`config.mk`:
```
export PLATFORM = sky130hd
export DESIGN_NAME = dma_wr_segmenter
export DESIGN_NICKNAME = d
export VERILOG_FILES = /design/src/rtl/wrseg_pkg.sv /design/src/rtl/wrseg_ctrl.sv /design/src/rtl/wrseg_dpath.sv /design/src/rtl/dma_wr_segmenter.sv
export SDC_FILE = /design/constraint.sdc
export NUM_CORES = 1
export LEC_CHECK = 0
export BUFFER_PORTS_ARGS = -buffer_cell sky130_fd_sc_hd__clkbuf_2
export CORE_ASPECT_RATIO = 0.7
export CORE_MARGIN = 2
export CORE_UTILIZATION = 35
export DETAILED_ROUTE_END_ITERATION = 7
export HOLD_SLACK_MARGIN = 0.06
export SETUP_SLACK_MARGIN = 0.05
export SLEW_MARGIN = 5
export SYNTH_ARGS = -nofsm -noshare
export SYNTH_HDL_FRONTEND = slang
export SYNTH_SLANG_ARGS = --single-unit
```
`constraint.sdc`:
```
create_clock -name clk -period 12.5 [get_ports clk]
set_input_delay 1.875 -clock clk [delete_from_list [all_inputs] [get_ports clk]]
set_output_delay 1.875 -clock clk [all_outputs]
set_load 0.01 [all_outputs]
```
`src/rtl/wrseg_pkg.sv`:
```
package wrseg_pkg;

  typedef enum logic [1:0] {
    ST_IDLE = 2'd0,
    ST_HDR  = 2'd1,
    ST_DATA = 2'd2
  } segState_e;

  // strobes from control to datapath
  typedef struct packed {
    logic loadCmd;
    logic hdrShow;
    logic hdrTake;
    logic dataPhase;
  } segCtl_t;

  // status from datapath to control
  typedef struct packed {
    logic remZero;
    logic dataDone;
  } segStat_t;

endpackage

```
`src/rtl/wrseg_ctrl.sv`:
```
module wrseg_ctrl
  import wrseg_pkg::*;
#(
  parameter int LEN_W        = 16,
  parameter int MPS_CODE_MAX = 5
) (
  input  logic             clk,
  input  logic             rstN,
  input  logic             cmdValid,
  input  logic [LEN_W-1:0] cmdLen,
  input  logic [2:0]       cmdMps,
  input  logic             reqReady,
  input  segStat_t         stat,
  output segCtl_t          ctl,
  output logic             reqValid,
  output logic             busy,
  output logic             irqPulse,
  output logic             irqErr
);

  segState_e state;
  logic      codeBad;
  logic      lenZero;

  assign codeBad  = (32'(cmdMps) > MPS_CODE_MAX);
  assign lenZero  = (cmdLen == '0);
  assign reqValid = (state == ST_HDR);
  assign busy     = (state != ST_IDLE);

  always_comb begin
    ctl           = '0;
    ctl.loadCmd   = (state == ST_IDLE) && cmdValid && !codeBad && !lenZero;
    ctl.hdrShow   = (state == ST_HDR);
    ctl.hdrTake   = (state == ST_HDR) && reqReady;
    ctl.dataPhase = (state == ST_DATA);
  end

  always_ff @(posedge clk or negedge rstN) begin
    if (!rstN) begin
      state    <= ST_IDLE;
      irqPulse <= 1'b0;
      irqErr   <= 1'b0;
    end else begin
      irqPulse <= 1'b0;
      irqErr   <= 1'b0;
      unique case (state)
        ST_IDLE: begin
          if (cmdValid) begin
            if (codeBad) begin
              irqPulse <= 1'b1;
              irqErr   <= 1'b1;
            end else if (lenZero) begin
              irqPulse <= 1'b1;
            end else begin
              state <= ST_HDR;
            end
          end
        end
        ST_HDR: begin
          if (reqReady) state <= ST_DATA;
        end
        ST_DATA: begin
          if (stat.dataDone) begin
            if (stat.remZero) begin
              state    <= ST_IDLE;
              irqPulse <= 1'b1;
            end else begin
              state <= ST_HDR;
            end
          end
        end
        default: state <= ST_IDLE;
      endcase
    end
  end

  AST_IRQ_SINGLE: assert property (@(posedge clk) disable iff (!rstN)
    irqPulse |=> !irqPulse);

  AST_DONE_AFTER_LAST: assert property (@(posedge clk) disable iff (!rstN)
    (irqPulse && !irqErr && $past(state == ST_DATA)) |-> $past(stat.dataDone));

  AST_ERR_NO_REQ: assert property (@(posedge clk) disable iff (!rstN)
    irqErr |=> !reqValid);

  AST_BUSY_HOLDS_CMD: assert property (@(posedge clk) disable iff (!rstN)
    (busy && !(stat.dataDone && stat.remZero)) |=> busy);

endmodule

```
`src/rtl/wrseg_dpath.sv`:
```
module wrseg_dpath
  import wrseg_pkg::*;
#(
  parameter int ADDR_W        = 64,
  parameter int LEN_W         = 16,
  parameter int BOUND_LOG2    = 12,
  parameter int MPS_BASE_LOG2 = 7,
  localparam int CHUNK_W      = BOUND_LOG2 + 1,
  localparam int DWLEN_W      = BOUND_LOG2 - 1,
  localparam int CMP_W        = (LEN_W > CHUNK_W) ? LEN_W : CHUNK_W
) (
  input  logic               clk,
  input  logic               rstN,
  input  segCtl_t            ctl,
  input  logic [ADDR_W-1:0]  cmdAddr,
  input  logic [LEN_W-1:0]   cmdLen,
  input  logic [2:0]         cmdMps,
  output logic [ADDR_W-1:0]  reqAddr,
  output logic [DWLEN_W-1:0] reqDwLen,
  output logic [3:0]         reqFirstBe,
  output logic [3:0]         reqLastBe,
  input  logic               inValid,
  input  logic [7:0]         inByte,
  output logic               inReady,
  output logic               dataValid,
  input  logic               dataReady,
  output logic [31:0]        dataWord,
  output logic               dataLast,
  output segStat_t           stat
);

  logic [ADDR_W-1:0]  curAddr;
  logic [LEN_W-1:0]   remBytes;
  logic [2:0]         mpsCode;
  logic [CHUNK_W-1:0] bytesLeft;
  logic [1:0]         lane;
  logic [31:0]        wordQ;
  logic               outFull;
  logic               outLast;

  logic [CHUNK_W-1:0] toBound;
  logic [CHUNK_W-1:0] mpsBytes;
  logic [CHUNK_W-1:0] mpsRoom;
  logic [CHUNK_W-1:0] chunk;
  logic [CHUNK_W:0]   span;
  logic [1:0]         startOff;
  logic [1:0]         endLane;
  logic               inFire;
  logic               outFire;

  // length of the next request: smallest of boundary room, payload room, remainder
  always_comb begin
    startOff = curAddr[1:0];
    toBound  = CHUNK_W'(1 << BOUND_LOG2) - CHUNK_W'(curAddr[BOUND_LOG2-1:0]);
    mpsBytes = CHUNK_W'(1) << (MPS_BASE_LOG2 + 32'(mpsCode));
    mpsRoom  = mpsBytes - (CHUNK_W'(curAddr[BOUND_LOG2-1:0]) & (mpsBytes - CHUNK_W'(1)));
    chunk    = toBound;
    if (mpsRoom < chunk) chunk = mpsRoom;
    if (CMP_W'(remBytes) < CMP_W'(chunk)) chunk = CHUNK_W'(remBytes);
    span     = (CHUNK_W+1)'(startOff) + (CHUNK_W+1)'(chunk) + (CHUNK_W+1)'(3);
  end

  assign reqAddr  = curAddr;
  assign reqDwLen = DWLEN_W'(span >> 2);
  assign endLane  = 2'(startOff + chunk[1:0]);

  always_comb begin
    for (int l = 0; l < 4; l++) begin
      reqFirstBe[l] = (l >= int'(startOff)) && (l < int'(startOff) + int'(chunk));
    end
    if (reqDwLen == DWLEN_W'(1)) reqLastBe = 4'b0000;
    else if (endLane == 2'd0)    reqLastBe = 4'b1111;
    else                         reqLastBe = (4'b0001 << endLane) - 4'b0001;
  end

  // command and request bookkeeping
  always_ff @(posedge clk or negedge rstN) begin
    if (!rstN) begin
      curAddr  <= '0;
      remBytes <= '0;
      mpsCode  <= '0;
    end else if (ctl.loadCmd) begin
      curAddr  <= cmdAddr;
      remBytes <= cmdLen;
      mpsCode  <= cmdMps;
    end else if (ctl.hdrTake) begin
      curAddr  <= curAddr + ADDR_W'(chunk);
      remBytes <= remBytes - LEN_W'(chunk);
    end
  end

  // byte packer: each byte goes to the lane its host address selects
  assign inReady  = ctl.dataPhase && !outFull && (bytesLeft != '0);
  assign inFire   = inReady && inValid;
  assign outFire  = outFull && dataReady;
  assign dataValid = outFull;
  assign dataWord  = wordQ;
  assign dataLast  = outLast;

  always_ff @(posedge clk or negedge rstN) begin
    if (!rstN) begin
      bytesLeft <= '0;
      lane      <= '0;
      wordQ     <= '0;
      outFull   <= 1'b0;
      outLast   <= 1'b0;
    end else begin
      if (ctl.hdrTake) begin
        bytesLeft <= chunk;
        lane      <= startOff;
      end else if (inFire) begin
        wordQ[{lane, 3'b000} +: 8] <= inByte;
        lane      <= lane + 2'd1;
        bytesLeft <= bytesLeft - CHUNK_W'(1);
        if (lane == 2'd3 || bytesLeft == CHUNK_W'(1)) begin
          outFull <= 1'b1;
          outLast <= (bytesLeft == CHUNK_W'(1));
        end
      end
      if (outFire) begin
        outFull <= 1'b0;
        outLast <= 1'b0;
        wordQ   <= '0;
      end
    end
  end

  assign stat.remZero  = (remBytes == '0);
  assign stat.dataDone = outFire && outLast;

  AST_MPS_LIMIT: assert property (@(posedge clk) disable iff (!rstN)
    ctl.hdrShow |-> (chunk <= mpsBytes) && (chunk != '0));

  AST_NO_BOUND_CROSS: assert property (@(posedge clk) disable iff (!rstN)
    ctl.hdrShow |-> ((CHUNK_W+1)'(reqAddr[BOUND_LOG2-1:0]) + (CHUNK_W+1)'(chunk)
                     <= (CHUNK_W+1)'(1 << BOUND_LOG2)));

  AST_FIRSTBE_SET: assert property (@(posedge clk) disable iff (!rstN)
    ctl.hdrShow |-> (reqFirstBe != 4'b0000));

  AST_SINGLE_DW_LASTBE: assert property (@(posedge clk) disable iff (!rstN)
    (ctl.hdrShow && reqDwLen == DWLEN_W'(1)) |-> (reqLastBe == 4'b0000));

  AST_MULTI_DW_LASTBE: assert property (@(posedge clk) disable iff (!rstN)
    (ctl.hdrShow && reqDwLen > DWLEN_W'(1)) |-> (reqLastBe != 4'b0000));

  AST_DATA_NOT_SHORT: assert property (@(posedge clk) disable iff (!rstN)
    stat.dataDone |-> (bytesLeft == '0));

  AST_HDR_HOLD: assert property (@(posedge clk) disable iff (!rstN)
    (ctl.hdrShow && !ctl.hdrTake) |=> ctl.hdrShow && $stable(reqAddr) && $stable(reqDwLen));

endmodule

```
`src/rtl/dma_wr_segmenter.sv`:
```
module dma_wr_segmenter
  import wrseg_pkg::*;
#(
  parameter int ADDR_W        = 64,
  parameter int LEN_W         = 16,
  parameter int BOUND_LOG2    = 12,
  parameter int MPS_BASE_LOG2 = 7,
  parameter int MPS_CODE_MAX  = 5,
  localparam int DWLEN_W      = BOUND_LOG2 - 1
) (
  input  logic               clk,
  input  logic               rstN,
  input  logic               cmdValid,
  input  logic [ADDR_W-1:0]  cmdAddr,
  input  logic [LEN_W-1:0]   cmdLen,
  input  logic [2:0]         cmdMps,
  output logic               busy,
  output logic               reqValid,
  input  logic               reqReady,
  output logic [ADDR_W-1:0]  reqAddr,
  output logic [DWLEN_W-1:0] reqDwLen,
  output logic [3:0]         reqFirstBe,
  output logic [3:0]         reqLastBe,
  input  logic               inValid,
  input  logic [7:0]         inByte,
  output logic               inReady,
  output logic               dataValid,
  input  logic               dataReady,
  output logic [31:0]        dataWord,
  output logic               dataLast,
  output logic               irqPulse,
  output logic               irqErr
);

  segCtl_t  ctl;
  segStat_t stat;

  wrseg_ctrl #(
    .LEN_W        (LEN_W),
    .MPS_CODE_MAX (MPS_CODE_MAX)
  ) ctrl_i (
    .clk      (clk),
    .rstN     (rstN),
    .cmdValid (cmdValid),
    .cmdLen   (cmdLen),
    .cmdMps   (cmdMps),
    .reqReady (reqReady),
    .stat     (stat),
    .ctl      (ctl),
    .reqValid (reqValid),
    .busy     (busy),
    .irqPulse (irqPulse),
    .irqErr   (irqErr)
  );

  wrseg_dpath #(
    .ADDR_W        (ADDR_W),
    .LEN_W         (LEN_W),
    .BOUND_LOG2    (BOUND_LOG2),
    .MPS_BASE_LOG2 (MPS_BASE_LOG2)
  ) dpath_i (
    .clk        (clk),
    .rstN       (rstN),
    .ctl        (ctl),
    .cmdAddr    (cmdAddr),
    .cmdLen     (cmdLen),
    .cmdMps     (cmdMps),
    .reqAddr    (reqAddr),
    .reqDwLen   (reqDwLen),
    .reqFirstBe (reqFirstBe),
    .reqLastBe  (reqLastBe),
    .inValid    (inValid),
    .inByte     (inByte),
    .inReady    (inReady),
    .dataValid  (dataValid),
    .dataReady  (dataReady),
    .dataWord   (dataWord),
    .dataLast   (dataLast),
    .stat       (stat)
  );

endmodule

```
==> reports/metrics.csv <==
metric,value,unit
Worst setup EP type,primary output,
Hold/Removal Path Class,flip-flop to flip-flop,
Setup Viol. Count Final,0,
r2r setup slk,2760,ps
First-pass DRT Iterations,5,
hold_buf cts,0,
Ys Warns,0,
startpoint types,flip-flop,
Die Area,32900,um2
gr ovfl total,0,
initial cell density of the core,35.4,%
"Slew Viols, Final",0,
CTS tree,yes,
async set-or-reset flop fraction in the synthesized netlist,100,%
Netlist cell types,93,
CTS root buf,clkbuf_16,
Reg area,3400,um2
Final Instance Count excl. Fillers,1989,
clk sinks,136,
layout cell share with drive strength beyond 1,20.0,%
critical path required time,10620,ps
# fillers,3200,
Placed Cells,1949,
RSZ-0062 raised after global routing,no,
Ports,219,
Post-CTS Setup Bufs,0,
"FF+latch count, synth",136,
fin nets,1718,
Horiz. Die Dim,216,um
Final ANT Viol Nets,0,
Post-Syn Instances,1357,
# rows,54,
core area,31100,um2
# Max-Cap Violations,0,
Overall Global Routing Usage,24.5,%
sum of negative setup slack,0,ps
Routed wire per std cell,20.7,um
critical-path maximum fanout,16,
worst slew pin tran,1350,ps
first-pass GRT wire length,63.3,mm
hold depth,2,
min-delay src,dpath_i.dataWord[20],
Max Fclk,0.0857,GHz
Post-synth EDFFs,0,
Most used DFF post-synth,dfrtp_1,
most frequent CP cell,ha_1,
"Largest stage delay, worst path",680,ps
Fin. Hold Viols,0,
Vias/cell,5.78,
relative slew slack,9.30,%
area of the multi-input gates,7110,um2
Worst-path clk slew,60,ps
vias in the first global route,10600,
WP data arrival,9800,ps
clk_skew,10.9,ps
CP max-delay cell,or4b_2,
R2R depth,34,
Port Buffers,218,
Reg-to-Reg End,dpath_i.reqAddr[18],
Critical R2R Launch,dpath_i.reqAddr[0],
Die Height,152,um
via count,11500,
WHS,479,ps
CP Class,flip-flop to primary output,
routability cong.,0.971,
post-cts resize count,0,
drt drc,0,
worst-skew pair later-pin latency,430,ps
register area share after synthesis,30.9,%
synthesis-to-finish area growth,20.1,%
H-tree Lvls,4,
"Period Utilization, post-route",93.4,%
largest net degree at the start of global routing,86,
Netlist Area Pre-Place,11000,um2
total wire length,41.2,mm
total CTS buffers,17,
Post-DP HPWL,31.1,mm
initial antenna violation count,5,
Worst Hold Endpoint,dpath_i.dataWord[20],
syn_area_per_cell,8.11,um2
number of DRC markers in iteration 0,1021,
Max Root-Sink Buffers,2,
Tmin final,11670,ps
run status,finished clean,
-- layout by cell type, fill, tap and decap left out, drive strengths merged, types with 28 or more instances in the layout --
cell	instances
nand2	198
nand3	56
xnor2	38
inv	75
dfrtp	136
nor2	84
a21oi	62
ha	69
clkbuf	236
a22oi	28
o21ai	127
-- flip-flops by register name, summed over array words and instances, names as in the netlist --
signal	count
dpath_i.mpsCode	3
dpath_i.reqAddr	64
dpath_i.lane	2
ctrl_i.state	2
dpath_i.dataLast	1
dpath_i.remBytes	16
dpath_i.dataValid	1
dpath_i.dataWord	32
ctrl_i.irqPulse	1
ctrl_i.irqErr	1
dpath_i.bytesLeft	13
-- metal layers --
layer / GRT usage (%) / part of all wire [%]
met1: 38.2 / 50
met2: 33.5 / 41
met3: 4.61 / 7.8
met4: 7.76 / 1.8
met5: 0 / 0
-- how the worst max path moves through the flow --
stage,depth (start not counted),slack (ps),end,startpoint
final,33,830,reqLastBe[0],dpath_i.reqAddr[0]
after global routing,33,110,reqLastBe[3],dpath_i.reqAddr[0]
after CTS,28,510,reqLastBe[0],dpath_i.reqAddr[5]
after detailed placement,28,1000,reqLastBe[0],dpath_i.reqAddr[5]
after global placement,31,1330,reqLastBe[3],dpath_i.reqAddr[5]
after floorplan,39,1320,reqLastBe[3],dpath_i.reqAddr[6]
-- cell usage after synthesis (all sizes together), types with 17 or more instances --
master / count / area (um2)
a21o: 18 / 135
a21oi: 62 / 314
a221o: 17 / 170
a22oi: 28 / 210
and3: 19 / 119
clkbuf: 56 / 210
dfrtp: 136 / 3400
ha: 69 / 863
inv: 72 / 270
nand2: 198 / 743
nand3: 56 / 280
nand4: 20 / 125
nor2: 83 / 319
nor3: 26 / 130
nor4: 21 / 153
o211ai: 17 / 128
o21ai: 127 / 643
o311ai: 20 / 175
xnor2: 38 / 333
xor2: 25 / 219
-- cell type report --
class | instances | share of cell area, %
multi-input combinational | 1080 | 53.7
sequential | 136 | 25.7
timing repair buffer | 242 | 9.66
tap | 420 | 3.97
clock buffer | 19 | 3.43
inverter | 72 | 2.04
clock inverter | 13 | 1.28
antenna | 7 | 0.132
-- stage by stage --
step / cell area, um2 / utilization (%) / setup slack [ps]
2_1_floorplan: 11000 / - / 1320
3_3_place_gp: 12500 / 40.4 / 1330
6_report: 13200 / 42.5 / 830
5_1_grt: 13200 / 42.5 / 106
3_5_place_dp: 12500 / 40.4 / 1000
4_1_cts: 13200 / 42.4 / 509
-- worst max-delay path, delay by kind of cell, from the launching register on --
| family | cells | cell delay [ps] |
|---|---|---|
| simple gates | 11 | 3450 |
| fa+ha+maj | 5 | 1520 |
| compound gates | 9 | 2480 |
| flops | 1 | 470 |
| buf+inv | 6 | 800 |
| mux | 1 | 470 |
| xor+xnor | 1 | 180 |
-- kinds of logic after synthesis --
kind of cell               after synthesis  share of synthesized area, %
other                                    2                        0.0682
adders and majority gates               72                          8.39
muxes                                   19                          1.83
DFF                                    136                          30.9
xor gates and xnor gates                63                          5.01
AOI/OAI and AO/OA                      412                          25.7
and+or+nand+nor                        510                          22.9
buffers and inverters                  143                          5.09
Power is not shown: default switching activity piles up to over one toggle a cycle in this logic, so the estimate is an artifact.
